==> src/rtl/dtm_pkg.sv <==
package dtm_pkg;
   localparam int OFF_CTRL     = 'h00;
   localparam int OFF_RLD_BASE = 'h10;
   localparam int OFF_VAL_BASE = 'h14;
   localparam int OFF_STRIDE   = 8;
   localparam int OFF_CAUSE    = 'h40;
   localparam int OFF_MASK     = 'h44;
   localparam int MAX_TMR      = (OFF_CAUSE - OFF_RLD_BASE) / OFF_STRIDE;

   localparam int CTRL_EN_BIT = 0;
   localparam int CTRL_RL_BIT = 1;
   localparam int CTRL_STRIDE = 2;
endpackage

==> src/rtl/dtm_channel.sv <==
module dtm_channel #(
   parameter int CNT_W = 32
) (
   input  logic             clk,
   input  logic             rst_n,
   input  logic             tick,
   input  logic             en,
   input  logic             rl,
   input  logic             rld_we,
   input  logic             val_we,
   input  logic [CNT_W-1:0] wdata,
   output logic [CNT_W-1:0] cnt,
   output logic [CNT_W-1:0] rld,
   output logic             expire,
   output logic             stop
);
   logic step;
   logic at_zero;

   assign step    = en & tick;
   assign at_zero = (cnt == '0);
   assign expire  = step & at_zero & ~val_we;
   assign stop    = expire & ~rl;

   always_ff @(posedge clk) begin
      if (!rst_n) begin
         rld <= '0;
      end else if (rld_we) begin
         rld <= wdata;
      end
   end

   always_ff @(posedge clk) begin
      if (!rst_n) begin
         cnt <= '0;
      end else if (val_we) begin
         cnt <= wdata;
      end else if (step) begin
         if (at_zero) begin
            cnt <= rl ? rld : '0;
         end else begin
            cnt <= cnt - 1'b1;
         end
      end
   end
endmodule

==> src/rtl/dtm_ctrl_reg.sv <==
module dtm_ctrl_reg #(
   parameter int N_TMR = 2
) (
   input  logic                 clk,
   input  logic                 rst_n,
   input  logic                 we,
   input  logic [2*N_TMR-1:0]   wdata,
   input  logic [N_TMR-1:0]     stop,
   output logic [2*N_TMR-1:0]   ctrl,
   output logic [N_TMR-1:0]     en,
   output logic [N_TMR-1:0]     rl
);
   import dtm_pkg::*;

   logic [2*N_TMR-1:0] clr_mask;

   for (genvar i = 0; i < N_TMR; i++) begin : g_bits
      assign en[i] = ctrl[CTRL_STRIDE*i + CTRL_EN_BIT];
      assign rl[i] = ctrl[CTRL_STRIDE*i + CTRL_RL_BIT];
      assign clr_mask[CTRL_STRIDE*i + CTRL_EN_BIT] = stop[i];
      assign clr_mask[CTRL_STRIDE*i + CTRL_RL_BIT] = 1'b0;
   end

   always_ff @(posedge clk) begin
      if (!rst_n) begin
         ctrl <= '0;
      end else if (we) begin
         ctrl <= wdata;
      end else begin
         ctrl <= ctrl & ~clr_mask;
      end
   end
endmodule

==> src/rtl/dtm_irq.sv <==
module dtm_irq #(
   parameter int N_TMR   = 2,
   parameter bit IRQ_REG = 1'b0
) (
   input  logic             clk,
   input  logic             rst_n,
   input  logic             cause_we,
   input  logic             mask_we,
   input  logic [N_TMR-1:0] wdata,
   input  logic [N_TMR-1:0] expire,
   output logic [N_TMR-1:0] cause,
   output logic [N_TMR-1:0] mask,
   output logic             irq
);
   logic [N_TMR-1:0] kept;
   logic             irq_d;

   assign kept  = cause_we ? (cause & wdata) : cause;
   assign irq_d = |(cause & mask);

   always_ff @(posedge clk) begin
      if (!rst_n) begin
         cause <= '0;
         mask  <= '0;
      end else begin
         cause <= kept | expire;
         if (mask_we) begin
            mask <= wdata;
         end
      end
   end

   if (IRQ_REG) begin : g_irq_ff
      always_ff @(posedge clk) begin
         if (!rst_n) begin
            irq <= 1'b0;
         end else begin
            irq <= |((kept | expire) & (mask_we ? wdata : mask));
         end
      end
   end else begin : g_irq_comb
      assign irq = irq_d;
   end
endmodule

==> src/rtl/dual_timer.sv <==
module dual_timer #(
   parameter int ADDR_W  = 8,
   parameter int DATA_W  = 32,
   parameter int CNT_W   = 32,
   parameter int N_TMR   = 2,
   parameter bit IRQ_REG = 1'b0
) (
   input  logic              clk,
   input  logic              rst_n,
   input  logic              tick_en,
   input  logic              bus_we,
   input  logic [ADDR_W-1:0] bus_addr,
   input  logic [DATA_W-1:0] bus_wdata,
   output logic [DATA_W-1:0] bus_rdata,
   output logic              irq
);
   import dtm_pkg::*;

   localparam int CTRL_W = 2 * N_TMR;
   localparam logic [ADDR_W-1:0] A_CTRL  = ADDR_W'(OFF_CTRL);
   localparam logic [ADDR_W-1:0] A_CAUSE = ADDR_W'(OFF_CAUSE);
   localparam logic [ADDR_W-1:0] A_MASK  = ADDR_W'(OFF_MASK);

   if (N_TMR < 1 || N_TMR > MAX_TMR) begin : g_bad_count
      $error("dual_timer: N_TMR out of range");
   end
   if (CNT_W > DATA_W || CTRL_W > DATA_W || CNT_W < 2) begin : g_bad_width
      $error("dual_timer: width parameters inconsistent");
   end
   if ((1 << ADDR_W) <= OFF_MASK) begin : g_bad_addr
      $error("dual_timer: ADDR_W too small for register map");
   end

   function automatic logic [ADDR_W-1:0] rld_addr(input int i);
      return ADDR_W'(OFF_RLD_BASE + OFF_STRIDE * i);
   endfunction

   function automatic logic [ADDR_W-1:0] val_addr(input int i);
      return ADDR_W'(OFF_VAL_BASE + OFF_STRIDE * i);
   endfunction

   logic                              ctrl_we;
   logic                              cause_we;
   logic                              mask_we;
   logic [CTRL_W-1:0]                 ctrl_q;
   logic [N_TMR-1:0]                  en_a;
   logic [N_TMR-1:0]                  rl_a;
   logic [N_TMR-1:0]                  rwe_a;
   logic [N_TMR-1:0]                  vwe_a;
   logic [N_TMR-1:0]                  exp_a;
   logic [N_TMR-1:0]                  stop_a;
   logic [N_TMR-1:0]                  cause_q;
   logic [N_TMR-1:0]                  mask_q;
   logic [N_TMR-1:0][CNT_W-1:0]       cnt_a;
   logic [N_TMR-1:0][CNT_W-1:0]       rld_a;

   assign ctrl_we  = bus_we && (bus_addr == A_CTRL);
   assign cause_we = bus_we && (bus_addr == A_CAUSE);
   assign mask_we  = bus_we && (bus_addr == A_MASK);

   dtm_ctrl_reg #(.N_TMR(N_TMR)) u_ctrl (
      .clk   (clk),
      .rst_n (rst_n),
      .we    (ctrl_we),
      .wdata (bus_wdata[CTRL_W-1:0]),
      .stop  (stop_a),
      .ctrl  (ctrl_q),
      .en    (en_a),
      .rl    (rl_a)
   );

   for (genvar i = 0; i < N_TMR; i++) begin : g_ch
      assign rwe_a[i] = bus_we && (bus_addr == rld_addr(i));
      assign vwe_a[i] = bus_we && (bus_addr == val_addr(i));

      dtm_channel #(.CNT_W(CNT_W)) u_ch (
         .clk    (clk),
         .rst_n  (rst_n),
         .tick   (tick_en),
         .en     (en_a[i]),
         .rl     (rl_a[i]),
         .rld_we (rwe_a[i]),
         .val_we (vwe_a[i]),
         .wdata  (bus_wdata[CNT_W-1:0]),
         .cnt    (cnt_a[i]),
         .rld    (rld_a[i]),
         .expire (exp_a[i]),
         .stop   (stop_a[i])
      );
   end

   dtm_irq #(.N_TMR(N_TMR), .IRQ_REG(IRQ_REG)) u_irq (
      .clk      (clk),
      .rst_n    (rst_n),
      .cause_we (cause_we),
      .mask_we  (mask_we),
      .wdata    (bus_wdata[N_TMR-1:0]),
      .expire   (exp_a),
      .cause    (cause_q),
      .mask     (mask_q),
      .irq      (irq)
   );

   always_comb begin
      bus_rdata = '0;
      if (bus_addr == A_CTRL)  bus_rdata[CTRL_W-1:0] = ctrl_q;
      if (bus_addr == A_CAUSE) bus_rdata[N_TMR-1:0]  = cause_q;
      if (bus_addr == A_MASK)  bus_rdata[N_TMR-1:0]  = mask_q;
      for (int i = 0; i < N_TMR; i++) begin
         if (bus_addr == rld_addr(i)) bus_rdata[CNT_W-1:0] = rld_a[i];
         if (bus_addr == val_addr(i)) bus_rdata[CNT_W-1:0] = cnt_a[i];
      end
   end
endmodule

==> config.mk <==
export PLATFORM = sky130hd
export DESIGN_NAME = dual_timer
export DESIGN_NICKNAME = d
export VERILOG_FILES = /design/src/rtl/dtm_pkg.sv /design/src/rtl/dtm_channel.sv /design/src/rtl/dtm_ctrl_reg.sv /design/src/rtl/dtm_irq.sv /design/src/rtl/dual_timer.sv
export SDC_FILE = /design/constraint.sdc
export NUM_CORES = 1
export LEC_CHECK = 0
export ABC_AREA = 1
export BUFFER_PORTS_ARGS = -buffer_cell sky130_fd_sc_hd__buf_4
export CORE_MARGIN = 2
export CORE_UTILIZATION = 45
export CTS_CLUSTER_SIZE = 28
export DETAILED_ROUTE_END_ITERATION = 16
export PLACE_DENSITY = 0.68
export SYNTH_ARGS = -nofsm -noshare
export SYNTH_HDL_FRONTEND = slang
export SYNTH_SLANG_ARGS = --single-unit
==> constraint.sdc <==
create_clock -name clk -period 3.02 [get_ports clk]
set_clock_uncertainty 0.2 [all_clocks]
set_input_delay 0.302 -clock clk [delete_from_list [all_inputs] [get_ports clk]]
set_output_delay 0.302 -clock clk [all_outputs]
set_load 0.005 [all_outputs]
Yosys cells after proc, flatten, opt, wreduce, memory -nomap -nowiden
Index checks and enable logic that the tools add are counted.
{"block": "word_totals", "rom_bits": 0, "ff_bits": 136, "mem_bits_rw": 0, "mem_count": 0, "wordCells": 62, "latchBits": 0, "output_inout_bits": 33}
{"block": "op_classes", "n_eq_ne": 6, "mux": 17, "n_reduce_logical": 13, "div": 0, "magnitude_cmp": 0, "add_sub_neg": 2, "shift": 0, "n_bitwise": 17, "multipliers": 0}
{"op": "$mux W32", "count": 12}
{"op": "$logic_not A32 Y1", "count": 2}
{"op": "$sub A32 B1 Y32 const B", "count": 2}
{"op": "$eq A8 B5 Y1 const B", "count": 4}
{"op": "$eq A8 B7 Y1 const B", "count": 2}
{"op": "$and A1 B1 Y1", "count": 8}
{"op": "$logic_not A8 Y1", "count": 1}
{"op": "$mux W4", "count": 2}
{"op": "$logic_and A1 B1 Y1", "count": 7}
{"op": "$mux W2", "count": 3}
{"op": "$and A2 B2 Y2", "count": 2}
{"op": "$and A4 B4 Y4", "count": 1}
{"op": "$not A1 Y1", "count": 4}
{"op": "$not A3 Y4", "count": 1}
{"op": "$reduce_bool A2 Y1", "count": 2}
{"op": "$or A2 B2 Y2", "count": 1}
{"op": "$reduce_or A2 Y1", "count": 1}

Longest topological paths before layout
Gate-level depths: netlist (run 1).
{"block": "depth", "word_depth": 8, "mapped_depth": 13}

Cells and area by module
A second synthesis (run 1) with hierarchy kept.
{"block": "hier_totals", "cells_unflattened": 1591, "area_unflattened_um2": 9401.5}
{"module": "dtm_channel (g_ch[1].u_ch)", "area_per_inst_um2": 4015.1, "cells_per_inst": 658, "seq_area_each_um2": 1281.2, "n_inst": 1}
{"module": "dtm_channel (g_ch[0].u_ch)", "area_per_inst_um2": 3998.8, "cells_per_inst": 657, "seq_area_each_um2": 1281.2, "n_inst": 1}
{"module": "dual_timer", "area_per_inst_um2": 1048.5, "cells_per_inst": 229, "seq_area_each_um2": 0.0, "n_inst": 1}
{"module": "dtm_ctrl_reg", "area_per_inst_um2": 186.4, "cells_per_inst": 27, "seq_area_each_um2": 80.1, "n_inst": 1}
{"module": "dtm_irq", "area_per_inst_um2": 152.6, "cells_per_inst": 20, "seq_area_each_um2": 80.1, "n_inst": 1}

Worst setup path before layout (run 1)
Ideal clock, no wire load.
{"block": "synth_path", "path_type": "register to register", "startpoint": "register g_ch[0].u_ch.cnt[0]", "endpoint": "register g_ch[0].u_ch.cnt[17]", "path_buffers": 1, "setup_ps": 122, "required_time_ps": 2698, "arrival_time_ps": 1672, "path_stages_with_launch": 11, "period_less_slack_ps": 1995, "slack_ps": 1025, "path_cell_list": "dfxtp_1 inv_1 ha_1 nand2_4 nor2_8 nand2_1 nor2_4 inv_2 buf_2 a21oi_1 a21oi_2"}
{"block": "synth_between", "elab_chain_len": 4, "word_cells_on_any_way": 5, "classes_between": "1 x add/sub; 3 x mux; 1 x reduce/logical"}
{"element": "start: declaration", "line_no": "dtm_channel.sv:12", "text": "output logic [CNT_W-1:0] cnt,"}
{"element": "start signal: assignment", "line_no": "dtm_channel.sv:37", "text": "cnt <= wdata;"}
{"element": "start signal: assignment", "line_no": "dtm_channel.sv:40", "text": "cnt <= rl ? rld : '0;"}
{"element": "start signal: assignment", "line_no": "dtm_channel.sv:42", "text": "cnt <= cnt - 1'b1;"}
{"element": "$sub A32 B1 Y32 / $logic_not A32 Y1 (equally long branches)", "line_no": "dtm_channel.sv:42, dtm_channel.sv:21"}
{"element": "$mux W32 *", "line_no": "dtm_channel.sv:39", "text": "if (at_zero) begin"}
{"element": "$mux W32 *", "line_no": "dtm_channel.sv:38", "text": "end else if (step) begin"}
{"element": "$mux W32 *", "line_no": "dtm_channel.sv:36", "text": "end else if (val_we) begin"}
Every way passes the cells marked *; elsewhere a longest branch is shown, timed or not. The select of a mux whose other input is x is not followed.
A chain may end at the register's enable or synchronous reset.

Worst setup path in the final report (run 1)
{"block": "layout_path", "startpoint": "input bus_addr[1]", "endpoint": "output bus_rdata[26]"}
{"block": "layout_between", "elab_chain_len": 5, "word_cells_on_any_way": 8, "classes_between": "4 x eq/ne; 4 x mux"}
{"element": "start: declaration", "line_no": "dual_timer.sv:12", "text": "input logic [ADDR_W-1:0] bus_addr,"}
{"element": "$eq A8 B5 Y1", "line_no": "dual_timer.sv:110", "text": "if (bus_addr == rld_addr(i)) bus_rdata[CNT_W-1:0] = rld_a[i];"}
{"element": "$mux W32", "line_no": "dual_timer.sv:110"}
{"element": "$mux W32", "line_no": "dual_timer.sv:111", "text": "if (bus_addr == val_addr(i)) bus_rdata[CNT_W-1:0] = cnt_a[i];"}
{"element": "$mux W32", "line_no": "dual_timer.sv:110"}
{"element": "$mux W32 *", "line_no": "dual_timer.sv:111"}
{"element": "end: declaration", "line_no": "dual_timer.sv:14", "text": "output logic [DATA_W-1:0] bus_rdata,"}
Every way passes the cells marked *; elsewhere a longest branch is shown, timed or not.

==> results of run 1 <==
## registers in the layout, indices dropped and copies added, names as in the netlist
| signal | cells |
|---|---|
| u_irq.mask | 2 |
| u_ctrl.ctrl | 4 |
| g_ch.u_ch.rld | 64 |
| g_ch.u_ch.cnt | 64 |
| u_irq.cause | 2 |
## layout make-up
| class | count | area share |
|---|---|---|
| clock buffer | 17 | 0.0415 |
| clock inverter | 15 | 0.0196 |
| inverter | 166 | 0.0607 |
| multi-input combinational | 1004 | 0.485 |
| sequential | 136 | 0.265 |
| tap | 234 | 0.0285 |
| timing repair buffer | 127 | 0.0997 |
## per-stage QoR
| stage | instance area, µm² | worst slack [ps] | utilization | hold WS (ps) | power (mW) |
|---|---|---|---|---|---|
| 2_1_floorplan | 8610 | 1030 | - | 248 | 2.03 |
| 3_3_place_gp | 9410 | 275 | 0.501 | 268 | 2.17 |
| 3_5_place_dp | 9410 | 262 | 0.501 | 270 | 2.17 |
| 4_1_cts | 10300 | 264 | 0.547 | 2.68 | 4.43 |
| 5_1_grt | 10300 | 111 | 0.547 | 18.2 | 4.56 |
| 6_report | 10300 | 172 | 0.547 | 4.09 | 4.45 |
## cell usage in the layout (no fill, tap or decap), types with 7 or more instances in the layout
master and instances:
a31oi_1 32, o221ai_1 22, nor2_2 10, nand4_1 20
o21ai_1 7, nor3_1 9, nand2_1 304, o21ai_0 126
nand3_1 90, a21oi_1 123, dfxtp_1 136, buf_4 103
inv_2 7, inv_1 158, dlygate4sd3_1 23, nor2_1 159
clkbuf_16 17, o22ai_1 22, xor2_1 26
## repair_timing
item / 4_1_cts / 5_1_grt
hold endpoints to repair: 38 / 0
endpoints found under the setup margin: 0 / 0
hold buffers: 23 / 0
## per-layer routing
layer  routed length (µm)  global-route usage  vias up
li1                     -                   -     4741
met1                13300               0.428     4581
met2                14900               0.525      594
met3                 3130              0.0511      103
met4                 1670               0.170        0
met5                    0                   0        -
## critical path: cells and delay by family
| kind | cells | cell delay, ps |
|---|---|---|
| and+or+nand+nor | 3 | 600 |
| AOI/OAI and AO/OA | 3 | 780 |
| buffers and inverters | 3 | 640 |
## how the worst max path moves through the flow
| stage | from | to | slack, ps | cells past startpoint |
|---|---|---|---|---|
| 2_1_floorplan | g_ch[0].u_ch.cnt[0]$_SDFFE_PN0P_ | g_ch[0].u_ch.cnt[17]$_SDFFE_PN0P_ | 1030 | 10 |
| 3_3_place_gp | bus_addr[1] | bus_rdata[26] | 270 | 9 |
| 3_5_place_dp | bus_addr[1] | bus_rdata[23] | 260 | 9 |
| 4_1_cts | bus_addr[1] | bus_rdata[23] | 260 | 9 |
| 5_1_grt | bus_addr[1] | bus_rdata[26] | 110 | 9 |
| 6_report | bus_addr[1] | bus_rdata[26] | 170 | 9 |
## cell families after synthesis
family	count (synthesis)	synth area share
AOI/OAI and AO/OA	355	0.233
xor gates and xnor gates	29	0.0295
adders and majority gates	3	0.00436
buffers and inverters	234	0.107
DFF	136	0.316
and+or+nand+nor	617	0.310
## power groups by stage
stage	Combinational (mW)	Sequential, mW	Clock, mW
final	0.365	1.80	2.28
after global routing	0.392	1.80	2.36
after CTS	0.355	1.80	2.28
after detailed placement	0.329	1.84	0
after global placement	0.329	1.84	0
after floorplan	0.189	1.84	0
==> metrics.md, run 1 <==
| Metric | Value |
|---|---|
| Placed insts | 1,644 |
| Crit path kind | input pin to primary output |
| Min Tclk post-route | 2850 ps |
| Vias in the first global route | 9,292 |
| Flop pwr share | 0.406 |
| Period utilisation layout | 0.943 |
| Number of CTS-inserted buffers | 17 |
| Chip Height | 142 µm |
| Rows | 50 |
| CP max stage cell | o21ai_0 |
| RR Endpoint | g_ch[1].u_ch.cnt[4]$_SDFFE_PN0P_ |
| P&R area growth vs syn | 19.1% |
| Worst slew margin | 0.365 |
| Seq/Total Area, Yosys | 0.316 |
| Fin. Hold Viols | 0 |
| Synth unique cells | 42 |
| Total congestion overflow | 0 |
| Int Power | 3.31 mW |
| Sw Ratio | 0.256 |
| Hold Path Class | input pin to register |
| RSZ-0062 raised after global routing | false |
| Worst-path maximum fanout | 24 |
| Nets | 1,499 |
| Share of cells above drive strength 1 | 0.122 |
| Syn nets | 1,421 |
| Clock Tree Buf Depth | 2 |
| Crit path DAT | 2350 ps |
| Port Buffers | 76 |
| Max Transition Viols Final | 0 |
| CP Launch Type | input pin |
| Max Clock Freq | 351 MHz |
| R2R Setup Slk | 440 ps |
| Die width | 142 µm |
| CTS root buffer | clkbuf_16 |
| Main area contributors after synthesis | dfxtp_1 (32%), nand2_1 (13%), o21ai_0 (7.3%) |
| Hold wc startpoint | bus_wdata[20] |
| Routability congestion estimate | 0.957 |
| Htree depth | 4 |
| Clock transition at path regs | 60 ps |
| # diodes | 0 |
| Via count | 10,019 |
| CORE AREA | 18,800 µm² |
| Most common cell in the netlist | nand2_1 |
| Yosys warns | 0 |
| Die ar. | 20,300 µm² |
| Register area | 2720 µm² |
| Top cell type by total area after synthesis | dfxtp_1 |
| Via-to-Cell Ratio | 5.90 |
| DR iter-0 viols | 1,018 |
| Worst path cell trace | buf_4, nor2_1, nand3_2, nor2_1, inv_1, o21ai_0, a21oi_1, o21ai_1, buf_4 |
| Req. time, crit path | 2520 ps |
| Main synth FF type | dfxtp_1 |
| Clock network power share | 0.512 |
| Share of synthesized registers carrying an async set or reset | 0 |
| Antenna Nets Post-Route | 0 |
| Setup violations, final | 0 |
| Pin count of the biggest net entering global routing | 95 |
| CP Capture Type | primary output |
| Comb power frac | 0.082 |
| # fillers | 1,881 |
| CTS sink cnt | 136 |
| Outcome | complete, no violations |
| CP max stage delay | 590 ps |
| Worst Tran Pin Value | 952 ps |
| Max VDD drop | 0.000398 V |
| P per Cell Area | 433 nW/µm² |
| Cells after synthesis | 1,374 |
| Gr usage total | 0.328 |
| Sw Pwr | 1.14 mW |
| CTS tree | built |
| Max cap viols | 0 |
| Mapped Area | 8610 µm² |
| TNS Setup | 0 ps |
| Hold Path Depth | 3 |
| DRC violation count after routing | 0 |
| Commonest cells post-synth | nand2_1 (304), nor2_1 (160), inv_1 (158), dfxtp_1 (136), o21ai_0 (126) |
| #FFs+latches synth | 136 |
| Multi-input gate area | 4970 µm² |
| Worst hold endpoint | g_ch[1].u_ch.rld[20]$_SDFFE_PN0P_ |
| Worst r2r src | g_ch[1].u_ch.cnt[12]$_SDFFE_PN0P_ |
| Antenna violations before repair | 0 |
| LEAKAGE | 4.55 nW |
| Number of synthesized flops with an enable pin | 0 |
| Post-synth top area share | 0.316 |
| DR WL/cell | 19.4 µm |
| Initial Util | 0.459 |
| Post-DP HPWL | 23,500 µm |
| Worst R2R Path Depth | 12 |
| Worst skew pair latency | 440 ps |
| Top Ports | 77 |
| Postcts setup bufs | 0 |
| Final Non-Filler Cells | 1,699 |
| Post-cts repair resize count | 0 |
| Final WL | 33,000 µm |
| Drt first pass iters | 6 |
| Avg Cell Area, Syn | 6.27 µm² |
| First-pass GRT wire length | 51,100 µm |
Note: power is estimated with default switching activity, not from simulation.
==> inputs of run 2 (changes only) <==
--- a/config.mk
+++ b/config.mk
@@ -5,13 +5,12 @@
 export SDC_FILE = /design/constraint.sdc
 export NUM_CORES = 1
 export LEC_CHECK = 0
-export ABC_AREA = 1
 export BUFFER_PORTS_ARGS = -buffer_cell sky130_fd_sc_hd__buf_4
 export CORE_MARGIN = 2
 export CORE_UTILIZATION = 45
 export CTS_CLUSTER_SIZE = 28
 export DETAILED_ROUTE_END_ITERATION = 16
-export PLACE_DENSITY = 0.68
+export PLACE_DENSITY = 0.71
 export SYNTH_ARGS = -nofsm -noshare
 export SYNTH_HDL_FRONTEND = slang
 export SYNTH_SLANG_ARGS = --single-unit
==> constraint.sdc (replaced) <==
create_clock -name clk -period 2.4 [get_ports clk]
set_clock_uncertainty 0.2 [all_clocks]
set_input_delay 0.24 -clock clk [delete_from_list [all_inputs] [get_ports clk]]
set_output_delay 0.24 -clock clk [all_outputs]
set_load 0.005 [all_outputs]
==> run 2 against run 1 <==
  * Largest cell class unchanged
  * Global-route usage rose by 0.72 points
  * Final area grew 18%
  * Flip-flop and latch count did not move
  * Critical path depth up 1
  * Die area shrank 2.2%
  * Sequential power increased by 26%
  * Synthesized cell count decreased by 24%
  * Worst setup slack got worse by 460 ps
  * The flow now finishes with violations (setup timing)
  * Via count shrank 3.5%
  * Utilization is 10 points higher
  * Hold slack improved by 13 ps
==> metrics.md, run 2 <==
| Metric | Value |
|---|---|
| Period utilisation layout | 1.12 |
| Die width | 141 µm (-1.1%) |
| Fin. Hold Viols | 0 (unchanged) |
| Req. time, crit path | 2560 ps (+40 ps) |
| Avg Cell Area, Syn | 8.02 µm² (+28%) |
| Clock Tree Buf Depth | 2 (unchanged) |
| Drt first pass iters | 6 (unchanged) |
| Antenna Nets Post-Route | 0 (unchanged) |
| Main area contributors after synthesis | dfxtp_1 (32%), nand2_1 (8.3%), mux4_2 (7.5%) |
| Gr usage total | 0.335 (+0.00716) |
| Worst path cell trace | inv_2, ha_4, or4b_4, or4_4, buf_4, nor4_4, buf_4, xor2_1, nand2_1, a31oi_1 |
| Htree depth | 4 (unchanged) |
| Die ar. | 19,800 µm² (-2.2%) |
| Clock transition at path regs | 60 ps (about the same) |
| CP max stage cell | or4b_4 |
| Pin count of the biggest net entering global routing | 44 (-54%) |
| CP max stage delay | 470 ps (-120 ps) |
| Post-DP HPWL | 23,500 µm (about the same) |
| CTS sink cnt | 136 (unchanged) |
| DRC violation count after routing | 0 (unchanged) |
| Number of CTS-inserted buffers | 17 (unchanged) |
| Most common cell in the netlist | nand2_1 |
| Most frequent cells in the layout | buf_4 (214), nand2_1 (181), dfxtp_1 (130) |
| Final Util | 0.651 (+0.104) |
| Initial Util | 0.455 (-0.00434) |
| Vias in the first global route | 8,825 (-5.0%) |
| Final WL | 34,500 µm (+4.4%) |
| Cells after synthesis | 1,050 (-24%) |
| Top cell type by total area after synthesis | dfxtp_1 |
| Nets | 1,305 (-13%) |
| Main synth FF type | dfxtp_1 |
| Via-to-Cell Ratio | 6.43 (+9.0%) |
| Total congestion overflow | 0 (unchanged) |
| CTS tree | built |
| Worst hold slack | 16.8 ps (+12.7 ps) |
| Worst-path maximum fanout | 5 (-79%) |
| Failing checks | setup timing |
| Setup ws final | -287 ps (-460 ps) |
| Worst Tran Pin Value | 845 ps (-108 ps) |
| Routability congestion estimate | 0.963 (+0.66%) |
| DR iter-0 viols | 1,270 (+25%) |
| Chip Height | 141 µm (-1.1%) |
| Commonest cells post-synth | nand2_1 (187), dfxtp_1 (136), clkbuf_1 (74), a21oi_1 (65), nor2_1 (52) |
| # diodes | 0 (unchanged) |
| Crit path DAT | 2840 ps (+490 ps) |
| Worst slew margin | 0.437 (+0.0719) |
| Number of synthesized flops with an enable pin | 0 (unchanged) |
| Seq/Total Area, Yosys | 0.323 (+0.00733) |
| CORE AREA | 18,500 µm² (-1.3%) |
| Share of synthesized registers carrying an async set or reset | 0 (unchanged) |
| Rows | 50 (unchanged) |
| Outcome | complete, but fails checks |
| Top Ports | 77 (unchanged) |
| Worst skew pair latency | 440 ps (about the same) |
| CP Launch Type | register |
| Yosys warns | 0 (unchanged) |
| First-pass GRT wire length | 51,400 µm (+0.74%) |
| LEAKAGE | 4.86 nW (+6.7%) |
| Crit path kind | register to register |
| Most common cell after layout, fill and taps aside | buf_4 |
| RSZ-0062 raised after global routing | true |
| Port Buffers | 76 (unchanged) |
| Max cap viols | 0 (unchanged) |
| TNS Setup | -7060 ps (-7060 ps) |
| Antenna violations before repair | 0 (unchanged) |
| #FFs+latches synth | 136 (unchanged) |
| Mapped Area | 8420 µm² (-2.3%) |
| Cell mode on critical path | buf_4 |
| Top Registers | g_ch.u_ch.cnt x64, g_ch.u_ch.rld x64, u_ctrl.ctrl x4 |
| Hold Path Class | input pin to register |
| P per Cell Area | 492 nW/µm² (+14%) |
| # fillers | 1,454 (-23%) |
| Max VDD drop | 0.000433 V (+8.8%) |
| Max Clock Freq | 372 MHz |
| Setup violations, final | 53 (+53) |
| Via count | 9,671 (-3.5%) |
| Post-synth top area share | 0.323 (+0.00733) |
| Synth unique cells | 63 (+50%) |
| Syn nets | 1,097 (-23%) |
| CP Capture Type | register |
| CTS root buffer | clkbuf_16 |
| Max Transition Viols Final | 0 (unchanged) |
| DR WL/cell | 22.9 µm (+18%) |
| P&R area growth vs syn | 43.3% |
| Min Tclk post-route | 2690 ps |
| Share of cells above drive strength 1 | 0.319 (+0.197) |
run 2: routing by layer:
layer	vias up	track usage	wire length, µm
li1	4269	-	-
met1	4620	0.460	13500
met2	676	0.533	15900
met3	106	0.0591	3730
met4	0	0.122	1250
met5	-	0	0
run 2: worst paths after layout:
kind,start,end,slack (ps),cells after the start
worst max register to register,g_ch[0].u_ch.cnt[0]$_SDFFE_PN0P_,g_ch[0].u_ch.cnt[16]$_SDFFE_PN0P_,-290,10
worst max-delay path,g_ch[0].u_ch.cnt[0]$_SDFFE_PN0P_,g_ch[0].u_ch.cnt[16]$_SDFFE_PN0P_,-290,10
worst min register to register,g_ch[0].u_ch.rld[19]$_SDFFE_PN0P_,g_ch[0].u_ch.rld[19]$_SDFFE_PN0P_,280,2
worst min-delay path,tick_en,u_ctrl.ctrl[0]$_SDFF_PN0_,20,4
run 2: through the flow:
stage	worst slack (ps)	power, mW	cells	cell area [µm²]
5_1_grt	-390	6.06	1505	12100
2_1_floorplan	-325	2.56	1050	8550
3_5_place_dp	-327	2.78	1412	10200
4_1_cts	-231	5.85	1489	11600
6_report	-287	5.94	1505	12100
3_3_place_gp	-236	2.78	1412	10200
run 2: layout make-up:
type / instances / area (µm²) / area share
multi-input cells: 812 / 5850 / 0.485
clock buffers: 26 / 519 / 0.0431
repair buffers: 280 / 2460 / 0.204
well taps: 234 / 293 / 0.0243
inverters: 11 / 41.3 / 0.00342
clock inverters: 6 / 158 / 0.0131
flip-flops and latches: 136 / 2730 / 0.226
run 2: cell families (layout without fill, tap and decap cells):
kind of cell / count (synthesis) / after routing / share of synthesized area
compound gates: 267 / 267 / 0.216
xor+xnor: 44 / 44 / 0.0458
fa+ha+maj: 3 / 3 / 0.00446
buf+inv: 102 / 323 / 0.0486
flops: 136 / 136 / 0.323
mux: 41 / 41 / 0.0910
simple gates: 457 / 457 / 0.270
run 2: critical path, delay by kind of cell (launching register included):
kind,cells,cell delay [ps]
AND/OR/NAND/NOR,4,1200
buffers and inverters,3,410
flip-flops,1,320
AO/OA/AOI/OAI,1,160
XOR/XNOR,1,170
adder cells (fa/ha/maj),1,150
run 2: power breakdown:
| part | leakage (nW) | internal, mW | switching, mW |
|---|---|---|---|
| registers | 1.10 | 2.26 | 0.00430 |
| clock network | 0.327 | 2.01 | 1.01 |
| logic | 3.43 | 0.310 | 0.339 |
| total | 4.86 | 4.58 | 1.35 |
run 2: what timing repair did:
action,4_1_cts,5_1_grt
cloned,1,1
setup endpoints to repair,68,64
endpoints found under the hold margin,95,0
gates resized for setup,52,69
pin swaps,29,57
buffers inserted,12,19
hold buffers,33,0
==> inputs of run 3 (changes only) <==
--- a/config.mk
+++ b/config.mk
@@ -11,6 +11,7 @@
 export CTS_CLUSTER_SIZE = 28
 export DETAILED_ROUTE_END_ITERATION = 16
 export PLACE_DENSITY = 0.71
+export RECOVER_POWER = 50
 export SYNTH_ARGS = -nofsm -noshare
 export SYNTH_HDL_FRONTEND = slang
 export SYNTH_SLANG_ARGS = --single-unit
==> run 3 against run 2 <==
  * The flow still finishes with violations (setup timing)
  * Flip-flop and latch count stayed put
  * Critical path depth stayed put
  * Hold slack worse by 3.3 ps
  * Die area stayed put
  * Global-route usage stayed put
  * Sequential power hardly changed
  * Count of clock-buffer cells in the layout stayed put
  * Wire length hardly changed
  * Cell count stayed put
  * Combinational power hardly changed
  * Clock power hardly changed
  * Highest routed layer unchanged
==> metrics.md, run 3 (synthesis gave the netlist of run 2 again) <==
| Metric | Value |
|---|---|
| Nets | 1,305 (unchanged) |
| Met1 WL | 13,600 µm (+0.44%) |
| Crit path kind | register to register |
| Drt first pass iters | 5 (-1) |
| Period utilisation layout | 1.12 (about the same) |
| CP Launch Type | register |
| Post-DP HPWL | 23,500 µm (unchanged) |
| Worst slew margin | 0.451 (+0.0139) |
| DRC violation count after routing | 0 (unchanged) |
| Crit path DAT | 2840 ps (about the same) |
| Failing checks | setup timing |
| Vias in the first global route | 8,825 (unchanged) |
| CP Capture Type | register |
| Worst-path maximum fanout | 5 (unchanged) |
| LEAKAGE | 4.85 nW (-0.26%) |
| Via-to-Cell Ratio | 6.44 (+0.24%) |
| Rows | 50 (unchanged) |
| DR WL/cell | 22.9 µm (about the same) |
| Highest metal layer with signal wires | met4 |
| Setup violations, final | 69 (+30%) |
| Worst Tran Pin Value | 824 ps (-20.9 ps) |
| Outcome | complete, but fails checks |
| Via count | 9,694 (+0.24%) |
| Port Buffers | 76 (unchanged) |
| Max Clock Freq | 372 MHz (about the same) |
| Max cap viols | 0 (unchanged) |
| CTS sink cnt | 136 (unchanged) |
| Share of cells above drive strength 1 | 0.315 (-0.00315) |
| Die width | 141 µm (unchanged) |
| DR iter-0 viols | 1,337 (+5.3%) |
| Setup ws final | -286 ps (+1.28 ps) |
| Top Registers | g_ch.u_ch.cnt x64, g_ch.u_ch.rld x64, u_ctrl.ctrl x4 |
| Htree depth | 4 (unchanged) |
| Routability congestion estimate | 0.963 (unchanged) |
| # diodes | 0 (unchanged) |
| Worst hold slack | 13.5 ps (-3.26 ps) |
| Most common cell after layout, fill and taps aside | buf_4 |
| CORE AREA | 18,500 µm² (unchanged) |
| CTS tree | built |
| Req. time, crit path | 2560 ps (about the same) |
| Chip Height | 141 µm (unchanged) |
| Met2 wire len | 15,800 µm (-1.2%) |
| Min Tclk post-route | 2690 ps (-1.28 ps) |
| Final Util | 0.649 (-0.00203) |
| Routed wl met3 | 3780 µm (+1.2%) |
| Final WL | 34,500 µm (about the same) |
| Most frequent cells in the layout | buf_4 (208), nand2_1 (181), dfxtp_1 (130) |
| Placed insts | 1,412 (unchanged) |
| Initial Util | 0.455 (unchanged) |
| First-pass GRT wire length | 51,400 µm (unchanged) |
| Hold Path Class | input pin to register |
| Top Ports | 77 (unchanged) |
| Design Power | 5.94 mW (about the same) |
| Clock transition at path regs | 60 ps (about the same) |
| Post-place setup slack | -327 ps (unchanged) |
| Antenna Nets Post-Route | 0 (unchanged) |
| Number of CTS-inserted buffers | 17 (unchanged) |
| Worst skew pair latency | 440 ps (about the same) |
| # fillers | 1,462 (+0.55%) |
| Fin. Hold Viols | 0 (unchanged) |
| P per Cell Area | 494 nW/µm² (+0.33%) |
| P&R area growth vs syn | 42.8% |
| Pin count of the biggest net entering global routing | 44 (unchanged) |
| CTS root buffer | clkbuf_16 |
| Gr usage total | 0.335 (unchanged) |
| RSZ-0062 raised after global routing | true |
| Max VDD drop | 0.000433 V (+0.14%) |
| Clock Tree Buf Depth | 2 (unchanged) |
| Antenna violations before repair | 0 (unchanged) |
| Total congestion overflow | 0 (unchanged) |
| Final Non-Filler Cells | 1,505 (unchanged) |
| Die ar. | 19,800 µm² (unchanged) |
| Max Transition Viols Final | 0 (unchanged) |
[run 3: stage by stage]
| step | area (µm²) | setup TNS [ps] |
|---|---|---|
| 3_5_place_dp | 10200 | -10050 |
| 2_1_floorplan | 8550 | -6510 |
| 6_report | 12000 | -7980 |
| 4_1_cts | 11600 | -4300 |
| 3_3_place_gp | 10200 | -6800 |
| 5_1_grt | 12000 | -15900 |
[run 3: layer usage]
layer  GRT usage  vias to the layer above
li1            -                     4274
met1       0.460                     4611
met2       0.533                      690
met3      0.0591                      119
met4       0.122                        0
met5           0                        -
[run 3: timing repair]
action                                  in CTS  in global routing
hold buffers                                33                  0
cloned                                       1                  1
gates resized for setup                     52                 69
pin swaps                                   29                 57
buffers inserted                            12                 19
hold endpoints to repair                    95                  0
endpoints found under the setup margin      68                 64
[run 3: cell type report]
class,count,area [µm²],area share
clock buffers,26,519,0.0432
clock inverters,6,158,0.0131
well taps,234,293,0.0244
inverters,11,41.3,0.00343
multi-input cells,812,5840,0.486
repair buffers,280,2440,0.203
flip-flops and latches,136,2730,0.227
[run 3: worst max-delay path, cell delays in order, from the launching register on]
cell     delay [ps]
dfxtp_2         320
inv_2            70
ha_4            150
or4b_4          470
or4_4           440
buf_4           200
nor4_4          200
buf_4           140
xor2_1          170
nand2_1          80
a31oi_1         170
[run 3: power breakdown]
part / internal, mW / switching, mW / total (mW)
sequential: 2.26 / 0.00429 / 2.27
combinational: 0.309 / 0.338 / 0.648
clock: 2.01 / 1.01 / 3.03
total: 4.58 / 1.36 / 5.94
[run 3: path summary, 6_finish.rpt]
kind	start	endpoint	slack [ps]	cells past startpoint
hold reg to reg	g_ch[0].u_ch.rld[19]$_SDFFE_PN0P_	g_ch[0].u_ch.rld[19]$_SDFFE_PN0P_	280	2
setup / recovery	g_ch[0].u_ch.cnt[0]$_SDFFE_PN0P_	g_ch[0].u_ch.cnt[16]$_SDFFE_PN0P_	-290	10
hold / removal	tick_en	u_ctrl.ctrl[0]$_SDFF_PN0_	10	4
setup reg to reg	g_ch[0].u_ch.cnt[0]$_SDFFE_PN0P_	g_ch[0].u_ch.cnt[16]$_SDFFE_PN0P_	-290	10
